[config.mk]
export PLATFORM = sky130hd
export DESIGN_NAME = ulog_ckpt_unit
export DESIGN_NICKNAME = d
export VERILOG_FILES = /design/src/rtl/ulog_pkg.sv /design/src/rtl/ulog_mem.sv /design/src/rtl/ulog_flags.sv /design/src/rtl/ulog_log.sv /design/src/rtl/ulog_seq.sv /design/src/rtl/ulog_ckpt_unit.sv
export SDC_FILE = /design/constraint.sdc
export NUM_CORES = 1
export LEC_CHECK = 0
export ABC_CLOCK_PERIOD_IN_PS = 8900
export BUFFER_PORTS_ARGS = -buffer_cell sky130_fd_sc_hd__buf_4
export CAP_MARGIN = 20
export CORE_MARGIN = 2
export CORE_UTILIZATION = 62
export DETAILED_ROUTE_END_ITERATION = 8
export HOLD_SLACK_MARGIN = 0.12
export PLACE_DENSITY = 0.79
export SETUP_SLACK_MARGIN = 0.5
export SYNTH_ARGS = -nofsm -noshare
export SYNTH_HDL_FRONTEND = slang
export SYNTH_HIERARCHICAL = 1
export SYNTH_SLANG_ARGS = --single-unit
[constraint.sdc]
create_clock -name clk -period 8.9 [get_ports clk]
set_input_delay 0.89 -clock clk [delete_from_list [all_inputs] [get_ports clk]]
set_output_delay 0.89 -clock clk [all_outputs]
set_load 0.02 [all_outputs]
[src/rtl/ulog_pkg.sv]
package ulog_pkg;

    typedef enum logic {
        SQ_IDLE = 1'b0,
        SQ_UNDO = 1'b1
    } seq_state_e;

    typedef struct packed {
        logic mem_we;
        logic mem_from_log;
        logic rd_en;
        logic log_push;
        logic log_pop;
        logic log_clr;
        logic flag_set;
        logic flag_clr;
    } ulog_ctl_t;

    function automatic int unsigned words_of(int unsigned aw);
        return 32'd1 << aw;
    endfunction

endpackage

[src/rtl/ulog_mem.sv]
module ulog_mem #(
    parameter int AW = 4,
    parameter int DW = 8
) (
    input  logic          clk,
    input  logic          rst,
    input  logic          we,
    input  logic [AW-1:0] waddr,
    input  logic [DW-1:0] wdata,
    input  logic          re,
    input  logic [AW-1:0] raddr,
    output logic [DW-1:0] rdata,
    input  logic [AW-1:0] peek_addr,
    output logic [DW-1:0] peek_data
);
    localparam int WORDS = ulog_pkg::words_of(AW);

    logic [DW-1:0] words_q [WORDS];

    always_ff @(posedge clk) begin
        if (rst) begin
            for (int i = 0; i < WORDS; i++) words_q[i] <= '0;
        end else if (we) begin
            words_q[waddr] <= wdata;
        end
    end

    always_ff @(posedge clk) begin
        if (rst)     rdata <= '0;
        else if (re) rdata <= words_q[raddr];
    end

    assign peek_data = words_q[peek_addr];
endmodule

[src/rtl/ulog_flags.sv]
module ulog_flags #(
    parameter int AW = 4
) (
    input  logic                                clk,
    input  logic                                rst,
    input  logic                                clr_all,
    input  logic                                set_en,
    input  logic [AW-1:0]                       set_idx,
    output logic [ulog_pkg::words_of(AW)-1:0]   flags
);
    localparam int WORDS = ulog_pkg::words_of(AW);

    for (genvar g = 0; g < WORDS; g++) begin : g_flag
        always_ff @(posedge clk) begin
            if (rst)                                flags[g] <= 1'b0;
            else if (set_en && set_idx == AW'(g))   flags[g] <= 1'b1;
            else if (clr_all)                       flags[g] <= 1'b0;
        end
    end
endmodule

[src/rtl/ulog_log.sv]
module ulog_log #(
    parameter int AW = 4,
    parameter int DW = 8
) (
    input  logic          clk,
    input  logic          rst,
    input  logic          push,
    input  logic [AW-1:0] push_addr,
    input  logic [DW-1:0] push_data,
    input  logic          pop,
    input  logic          clr,
    output logic [AW-1:0] top_addr,
    output logic [DW-1:0] top_data,
    output logic [AW:0]   count
);
    localparam int WORDS = ulog_pkg::words_of(AW);

    logic [AW-1:0] addr_q [WORDS];
    logic [DW-1:0] data_q [WORDS];
    logic [AW-1:0] wr_idx;
    logic [AW-1:0] top_idx;
    logic [AW:0]   count_nxt;

    assign wr_idx  = clr ? '0 : count[AW-1:0];
    assign top_idx = count[AW-1:0] - AW'(1);

    always_comb begin
        count_nxt = count;
        if (clr)       count_nxt = push ? (AW+1)'(1) : '0;
        else if (push) count_nxt = count + (AW+1)'(1);
        else if (pop)  count_nxt = count - (AW+1)'(1);
    end

    always_ff @(posedge clk) begin
        if (rst) count <= '0;
        else     count <= count_nxt;
    end

    always_ff @(posedge clk) begin
        if (push) begin
            addr_q[wr_idx] <= push_addr;
            data_q[wr_idx] <= push_data;
        end
    end

    assign top_addr = addr_q[top_idx];
    assign top_data = data_q[top_idx];
endmodule

[src/rtl/ulog_seq.sv]
module ulog_seq #(
    parameter int AW = 4
) (
    input  logic               clk,
    input  logic               rst,
    input  logic               req_valid,
    input  logic               req_write,
    input  logic               ckpt,
    input  logic               rollback,
    input  logic               flag_hit,
    input  logic [AW:0]        log_cnt,
    output ulog_pkg::ulog_ctl_t ctl,
    output logic               undo_active
);
    import ulog_pkg::*;

    seq_state_e state_q;
    logic idle, accept, store, take_ck, undo_last, undo_step;

    assign idle      = (state_q == SQ_IDLE);
    assign accept    = idle && !rollback && req_valid;
    assign store     = accept && req_write;
    assign take_ck   = idle && !rollback && ckpt;
    assign undo_step = !idle && (log_cnt != '0);
    assign undo_last = !idle && (log_cnt <= (AW+1)'(1));

    always_comb begin
        ctl              = '0;
        ctl.rd_en        = accept && !req_write;
        ctl.log_push     = store && (take_ck || !flag_hit);
        ctl.log_pop      = undo_step;
        ctl.log_clr      = take_ck || undo_last;
        ctl.flag_set     = ctl.log_push;
        ctl.flag_clr     = take_ck || undo_last;
        ctl.mem_we       = store || undo_step;
        ctl.mem_from_log = !idle;
    end

    always_ff @(posedge clk) begin
        if (rst)                       state_q <= SQ_IDLE;
        else if (idle && rollback)     state_q <= SQ_UNDO;
        else if (undo_last)            state_q <= SQ_IDLE;
    end

    assign undo_active = !idle;
endmodule

[src/rtl/ulog_ckpt_unit.sv]
module ulog_ckpt_unit #(
    parameter int AW = 4,
    parameter int DW = 8
) (
    input  logic          clk,
    input  logic          rst,
    input  logic          req_valid,
    input  logic          req_write,
    input  logic [AW-1:0] req_addr,
    input  logic [DW-1:0] req_wdata,
    input  logic          ckpt,
    input  logic          rollback,
    output logic [DW-1:0] rsp_rdata,
    output logic          busy
);
    import ulog_pkg::*;
    localparam int WORDS = words_of(AW);

    ulog_ctl_t        ctl;
    logic [WORDS-1:0] flags;
    logic [AW:0]      log_cnt;
    logic [AW-1:0]    top_addr;
    logic [DW-1:0]    top_data;
    logic [DW-1:0]    old_data;
    logic [AW-1:0]    mem_waddr;
    logic [DW-1:0]    mem_wdata;

    ulog_seq #(.AW(AW)) u_seq (
        .clk(clk), .rst(rst), .req_valid(req_valid), .req_write(req_write),
        .ckpt(ckpt), .rollback(rollback), .flag_hit(flags[req_addr]),
        .log_cnt(log_cnt), .ctl(ctl), .undo_active(busy)
    );

    assign mem_waddr = ctl.mem_from_log ? top_addr : req_addr;
    assign mem_wdata = ctl.mem_from_log ? top_data : req_wdata;

    ulog_mem #(.AW(AW), .DW(DW)) u_mem (
        .clk(clk), .rst(rst), .we(ctl.mem_we), .waddr(mem_waddr),
        .wdata(mem_wdata), .re(ctl.rd_en), .raddr(req_addr),
        .rdata(rsp_rdata), .peek_addr(req_addr), .peek_data(old_data)
    );

    ulog_flags #(.AW(AW)) u_flags (
        .clk(clk), .rst(rst), .clr_all(ctl.flag_clr), .set_en(ctl.flag_set),
        .set_idx(req_addr), .flags(flags)
    );

    ulog_log #(.AW(AW), .DW(DW)) u_log (
        .clk(clk), .rst(rst), .push(ctl.log_push), .push_addr(req_addr),
        .push_data(old_data), .pop(ctl.log_pop), .clr(ctl.log_clr),
        .top_addr(top_addr), .top_data(top_data), .count(log_cnt)
    );
endmodule

==> flow_metrics.tcl, run 1 <==
set metrics [dict create \
    status "finished, final reports clean" \
    cts_sinks 350 \
    tightest_slew_ns 1.20 \
    multi_input_area_mm2 0.00555 \
    synthFlopType "edfxtp_1" \
    post-synth-top-area-fraction 0.594 \
    start_util 0.626 \
    skew_ns 0.0270 \
    layout.cells.non_filler 1466 \
    synth_fp_nets 1110 \
    path_clk_slew_ns 0.06 \
    cts_hold_buf 0 \
    grt_overflow 0 \
    post_cts_buffers 0 \
    netSwitchingFraction 0.263 \
    relSlewSlack 0.186 \
    seq_area_frac_synth 0.631 \
    synth.yosys.warnings 6 \
    synthesis.area_mm2 0.0162 \
    max_freq_mhz 193 \
    min_period_over_period 0.581 \
    path_class "reg -> reg" \
    grt_pass1_wl_um 58400 \
    wl_per_cell_um 27.3 \
    synth_seq_cells 350 \
    p_switching_mw 1.04 \
    globalplace.congestion 0.926 \
    pwr-share-clk 0.373 \
    h-tree-depth 2 \
    port_buffers 26 \
    routed_wl_um 40000 \
    die_w_um 166 \
    areaGrowthSynthToFinish_pct 9.80 \
    power.internal_mw 2.92 \
    clk_latency_ns 0.53 \
    vias 9829 \
    hold_start "u_flags/flags[0]" \
    root_buffer "clkbuf_16" \
    fin_total_pwr_mw 3.97 \
    synth.area.top_cells "edfxtp_1 59%, mux2i_1 5.9%, mux4_1 5.2%" \
    cts_buffers 36 \
    setup.worst_path.start_class "register" \
    hold_path_depth 2 \
    firstDrtPassIters 6 \
    placed_cells 1391 \
    ir_drop_mv 0.147 \
    finalSetupViolations 0 \
    ys_top_cells_by_count "320 x edfxtp_1, 130 x and2_1, 107 x nand2_1" \
    vias_per_cell 6.70 \
    synth_edf_count 320 \
    power.density_mw_per_mm2 223 \
    required_ns 9.09 \
    yosysMostFrequentCell "edfxtp_1" \
    post-route-drc-count 0 \
    post_cts_resized 0 \
    grt_pass1_vias 9591 \
    core-area_mm2 0.0258 \
    min_path_type "reg -> reg" \
    fill_cells 1730 \
    grt_start_max_net_pins 62 \
    hold_violations 0 \
    slew_violations 0 \
    r2r-end "u_mem/words_q[1][0]" \
    grt_use_total 0.298 \
    io_pins 27 \
    syn_area_per_cell_um2 14.9 \
    ff2ff_setup_slack_ns 3.73 \
    die_h_um 166 \
    rows 59 \
    synth_top_cell_by_area "edfxtp_1" \
    fin_crit_ns 5.17 \
    drt-initial-drc-count 1363 \
    synthArstFlopShare 0 \
    clockBufferDepth 3 \
    end_kind "register" \
    regArea_mm2 0.0102 \
    min_to "u_flags/flags[0]" \
    grt_antenna_before_repair 0 \
    rsz0062_at_grt "no" \
    seqPwrFrac 0.474 \
    synthCells 1087 \
    final_antenna_net_count 0 \
    cts_tree "built" \
    pwr-share-comb 0.153 \
    dieArea_mm2 0.0274 \
    cp.arrival_ns 5.37 \
    yosysUniqueCellTypes 48 \
    drive_gt1_frac 0.150 \
    place_hpwl_um 26300 \
    maxCapViolCount 0 \
    p_leak_nw 6.51 \
    final.setup.tns_ns 0 \
    finalNetCount 1125 \
    crit_fanout 33 \
    r2r_start "u_log/count[1]" \
    reg2reg_depth 12 \
]
-- worst max-delay path, stage by stage (launching register included) --
cell and delay [ns]:
dfxtp_1 0.54, inv_1 0.14, ha_1 0.30, xor2_4 0.62, buf_4 0.56, mux2i_1 0.28
a221oi_1 0.12, a32o_1 0.33, mux2_2 0.30, nor3b_1 0.46, nand2_1 0.20, nor3_1 0.61
or2_2 0.36
-- metrics by stage --
step,util,area (um2),worst slack (ns),hold WS [ns]
6_report,0.688,17800,3.73,0.469
5_1_grt,0.688,17800,3.47,0.498
4_1_cts,0.685,17700,3.86,0.472
3_3_place_gp,0.640,16500,4.00,0.459
2_1_floorplan,-,16200,4.99,0.447
3_5_place_dp,0.640,16500,3.82,0.463
-- metal layers --
| layer | track usage | up-vias | part of all wire |
|---|---|---|---|
| li1 | - | 4209 | - |
| met2 | 0.485 | 597 | 0.48 |
| met1 | 0.388 | 4880 | 0.37 |
| met4 | 0.153 | 0 | 0.057 |
| met5 | 0 | - | 0 |
| met3 | 0.0519 | 143 | 0.092 |
-- cell type report --
class | instances | share of cell area
clock buffers | 49 | 0.0558
inverters | 22 | 0.00465
well taps | 335 | 0.0236
repair buffers | 44 | 0.0188
multi-input cells | 648 | 0.313
flip-flops and latches | 350 | 0.575
diodes | 1 | 0.000141
clock inverters | 17 | 0.00979
-- state kept, by name (all words and copies together) (netlist names) --
| signal | cells |
|---|---|
| u_log/addr_q | 64 |
| u_log/data_q | 128 |
| u_mem/words_q | 128 |
| u_log/count | 5 |
| u_seq/undo_active | 1 |
| u_mem/rdata | 8 |
| u_flags/flags | 16 |
-- worst max path at each step --
stage | from | end | slack, ns | cells after the start
after floorplan | req_addr[0] | u_log/addr_q[2][0] | 4.99 | 8
after global placement | u_log/count[1] | u_mem/words_q[2][1] | 4.00 | 11
after detailed placement | req_addr[0] | u_log/data_q[15][1] | 3.82 | 9
after CTS | u_log/count[1] | u_mem/words_q[2][1] | 3.86 | 11
after global routing | u_log/count[1] | u_mem/words_q[2][2] | 3.47 | 11
final | u_log/count[1] | u_mem/words_q[1][0] | 3.73 | 12
-- placed cells by master (no fill, tap or decap), drive strengths merged, types with 4 or more instances in the layout --
master  count
dfxtp      30
inv        22
nor2       37
clkbuf     51
a21oi      15
a221oi     12
nand3      52
or2        16
ha          4
a32o       12
a22oi      24
nor3       10
nand2     107
mux2i      95
o32ai      16
mux2       12
and2      130
nand2b      5
buf        42
clkinv     12
mux4       68
nor2b       4
edfxtp    320
nand3b      4
-- kinds of logic (layout without fill, tap and decap cells) --
family | count (synthesis) | count (layout) | synth area share
AO/OA/AOI/OAI | 85 | 85 | 0.0413
XOR/XNOR | 5 | 5 | 0.00387
flip-flops | 350 | 350 | 0.631
adder cells (fa/ha/maj) | 5 | 5 | 0.00433
multiplexers | 175 | 175 | 0.169
buffers and inverters | 89 | 132 | 0.0278
AND/OR/NAND/NOR | 378 | 378 | 0.123
other | 0 | 1 | 0
-- power by group through the flow --
stage	Sequential, mW	Clock (mW)	Combinational, mW
3_3_place_gp	1.91	0	0.581
3_5_place_dp	1.91	0	0.590
4_1_cts	1.88	1.49	0.595
6_report	1.88	1.48	0.605
2_1_floorplan	1.89	0	0.403
5_1_grt	1.88	1.56	0.636
Power figures use the tool's default switching activity.
==> inputs of run 2 (changes only) <==
Settings changed: ABC_CLOCK_PERIOD_IN_PS 8900 to 4600, CORE_UTILIZATION 62 to 57, PLACE_DENSITY 0.79 to 0.76.
Clock period 8.9 ns to 4.6 ns, I/O delays scaled along.
==> flow_metrics.tcl, run 2 (synthesis results as in run 1) <==
set metrics [dict create \
    fill_cells 1935 \
    path_class "reg -> reg" \
    highest_layer "met5" \
    firstDrtPassIters 5 \
    routed_wl_um 38700 \
    post-route-drc-count 0 \
    tightest_slew_ns 1.02 \
    status "finished, final reports clean" \
    relSlewSlack 0.318 \
    final.setup.tns_ns 0 \
    end_kind "register" \
    fin_total_pwr_mw 7.52 \
    start_util 0.581 \
    grt_pass1_vias 9327 \
    wl_per_cell_um 25.4 \
    cts_buffers 36 \
    path_clk_slew_ns 0.06 \
    grt_start_max_net_pins 62 \
    reg2reg_depth 10 \
    min_path_type "in -> reg" \
    final_cell_mix "320 x edfxtp_1, 130 x and2_1, 107 x nand2_1" \
    pwr-share-clk 0.366 \
    grt_use_total 0.268 \
    placed_cells 1460 \
    met2_length_um 17900 \
    m1WireLength_um 15800 \
    final_common_cell "edfxtp_1" \
    cts_sinks 350 \
    regArea_mm2 0.0102 \
    antennaDiodeCount 0 \
    die_h_um 172 \
    min_period_over_period 0.841 \
    reg_top3 "u_log/data_q: 128 flops, u_mem/words_q: 128 flops, u_log/addr_q: 64 flops" \
    fin_crit_ns 3.87 \
    r2r_start "u_log/count[1]" \
    port_buffers 26 \
    dieArea_mm2 0.0298 \
    finalNetCount 1144 \
    hold_start "rollback" \
    drt-initial-drc-count 1162 \
    rows 61 \
    drive_gt1_frac 0.166 \
    grt_pass1_wl_um 57400 \
    p_leak_nw 6.59 \
    hold_violations 0 \
    seqPwrFrac 0.483 \
    place_hpwl_um 25000 \
    core-area_mm2 0.0279 \
    root_buffer "clkbuf_16" \
    vias_per_cell 6.42 \
    setup.worst_path.start_class "register" \
    netSwitchingFraction 0.261 \
    p_switching_mw 1.96 \
    die_w_um 172 \
    slew_violations 0 \
    ir_drop_mv 0.278 \
    io_pins 27 \
    wl_met3_um 4080 \
    final_antenna_net_count 0 \
    hold_path_depth 3 \
    power.internal_mw 5.56 \
    pwr-share-comb 0.151 \
    finalSetupViolations 0 \
    multi_input_area_mm2 0.00556 \
    max_freq_mhz 259 \
    rsz0062_at_grt "yes" \
    critical_path.startpoint "u_log/count[1]" \
    required_ns 4.80 \
    skew_ns 0.0229 \
    areaGrowthSynthToFinish_pct 10.6 \
    clockBufferDepth 3 \
    cts_hold_buf 0 \
    power.density_mw_per_mm2 420 \
    globalplace.congestion 0.917 \
    vias 9787 \
    grt_overflow 0 \
    h-tree-depth 2 \
    cts_tree "built" \
    cp.arrival_ns 4.07 \
    layout.cells.non_filler 1524 \
    crit_fanout 15 \
    clk_latency_ns 0.52 \
    grt_antenna_before_repair 1 \
    maxCapViolCount 0 \
]
[run 2: worst paths after layout]
| check | endpoint | slack, ns |
|---|---|---|
| worst max-delay path | u_mem/words_q[10][4] | 0.73 |
| worst min-delay path | u_seq/undo_active | 0.33 |
| worst max register to register | u_mem/words_q[10][4] | 0.73 |
| worst min register to register | u_mem/rdata[1] | 0.47 |
[run 2: per-stage QoR]
step	setup WS, ns	area [um2]	hold WS [ns]	utilization
after CTS	0.582	17900	0.308	0.642
after global routing	0.464	17900	0.331	0.643
after global placement	0.763	16800	0.450	0.603
after detailed placement	0.629	16800	0.457	0.603
final	0.732	17900	0.327	0.643
after floorplan	0.943	16200	0.447	-
[run 2: what timing repair did]
action / CTS / global route
buffers inserted: 0 / 0
endpoints found under the setup margin: 0 / 104
gates resized for setup: 0 / 3
[run 2: power groups by stage]
stage | sequential [mW] | combinational [mW] | clock [mW]
2_1_floorplan | 3.66 | 0.780 | 0
3_3_place_gp | 3.69 | 1.10 | 0
3_5_place_dp | 3.70 | 1.11 | 0
4_1_cts | 3.63 | 1.12 | 2.78
5_1_grt | 3.64 | 1.21 | 2.90
6_report | 3.63 | 1.14 | 2.75
[run 2: routing by layer]
metal  vias to the layer above  track usage
met4                         2       0.0822
met1                      4938        0.383
met2                       538        0.412
li1                       4239            -
met3                        70       0.0641
met5                         -            0
[run 2: cell type report]
cell class                      count  share of cell area
Tap cell                          378              0.0264
Timing Repair Buffer               63              0.0264
Inverter                           22             0.00461
Multi-Input combinational cell    648               0.311
Clock inverter                     20             0.00873
Clock buffer                       43              0.0530
Sequential cell                   350               0.570
[run 2: critical path, cell delays in order, from the launching register on]
cell,delay [ns]
dfxtp_1,0.52
inv_1,0.12
ha_2,0.60
nor2b_1,0.23
buf_4,0.21
nand3_1,0.09
a32o_1,0.27
mux2_2,0.29
nand4bb_1,0.44
nor2_1,0.47
or2_2,0.30
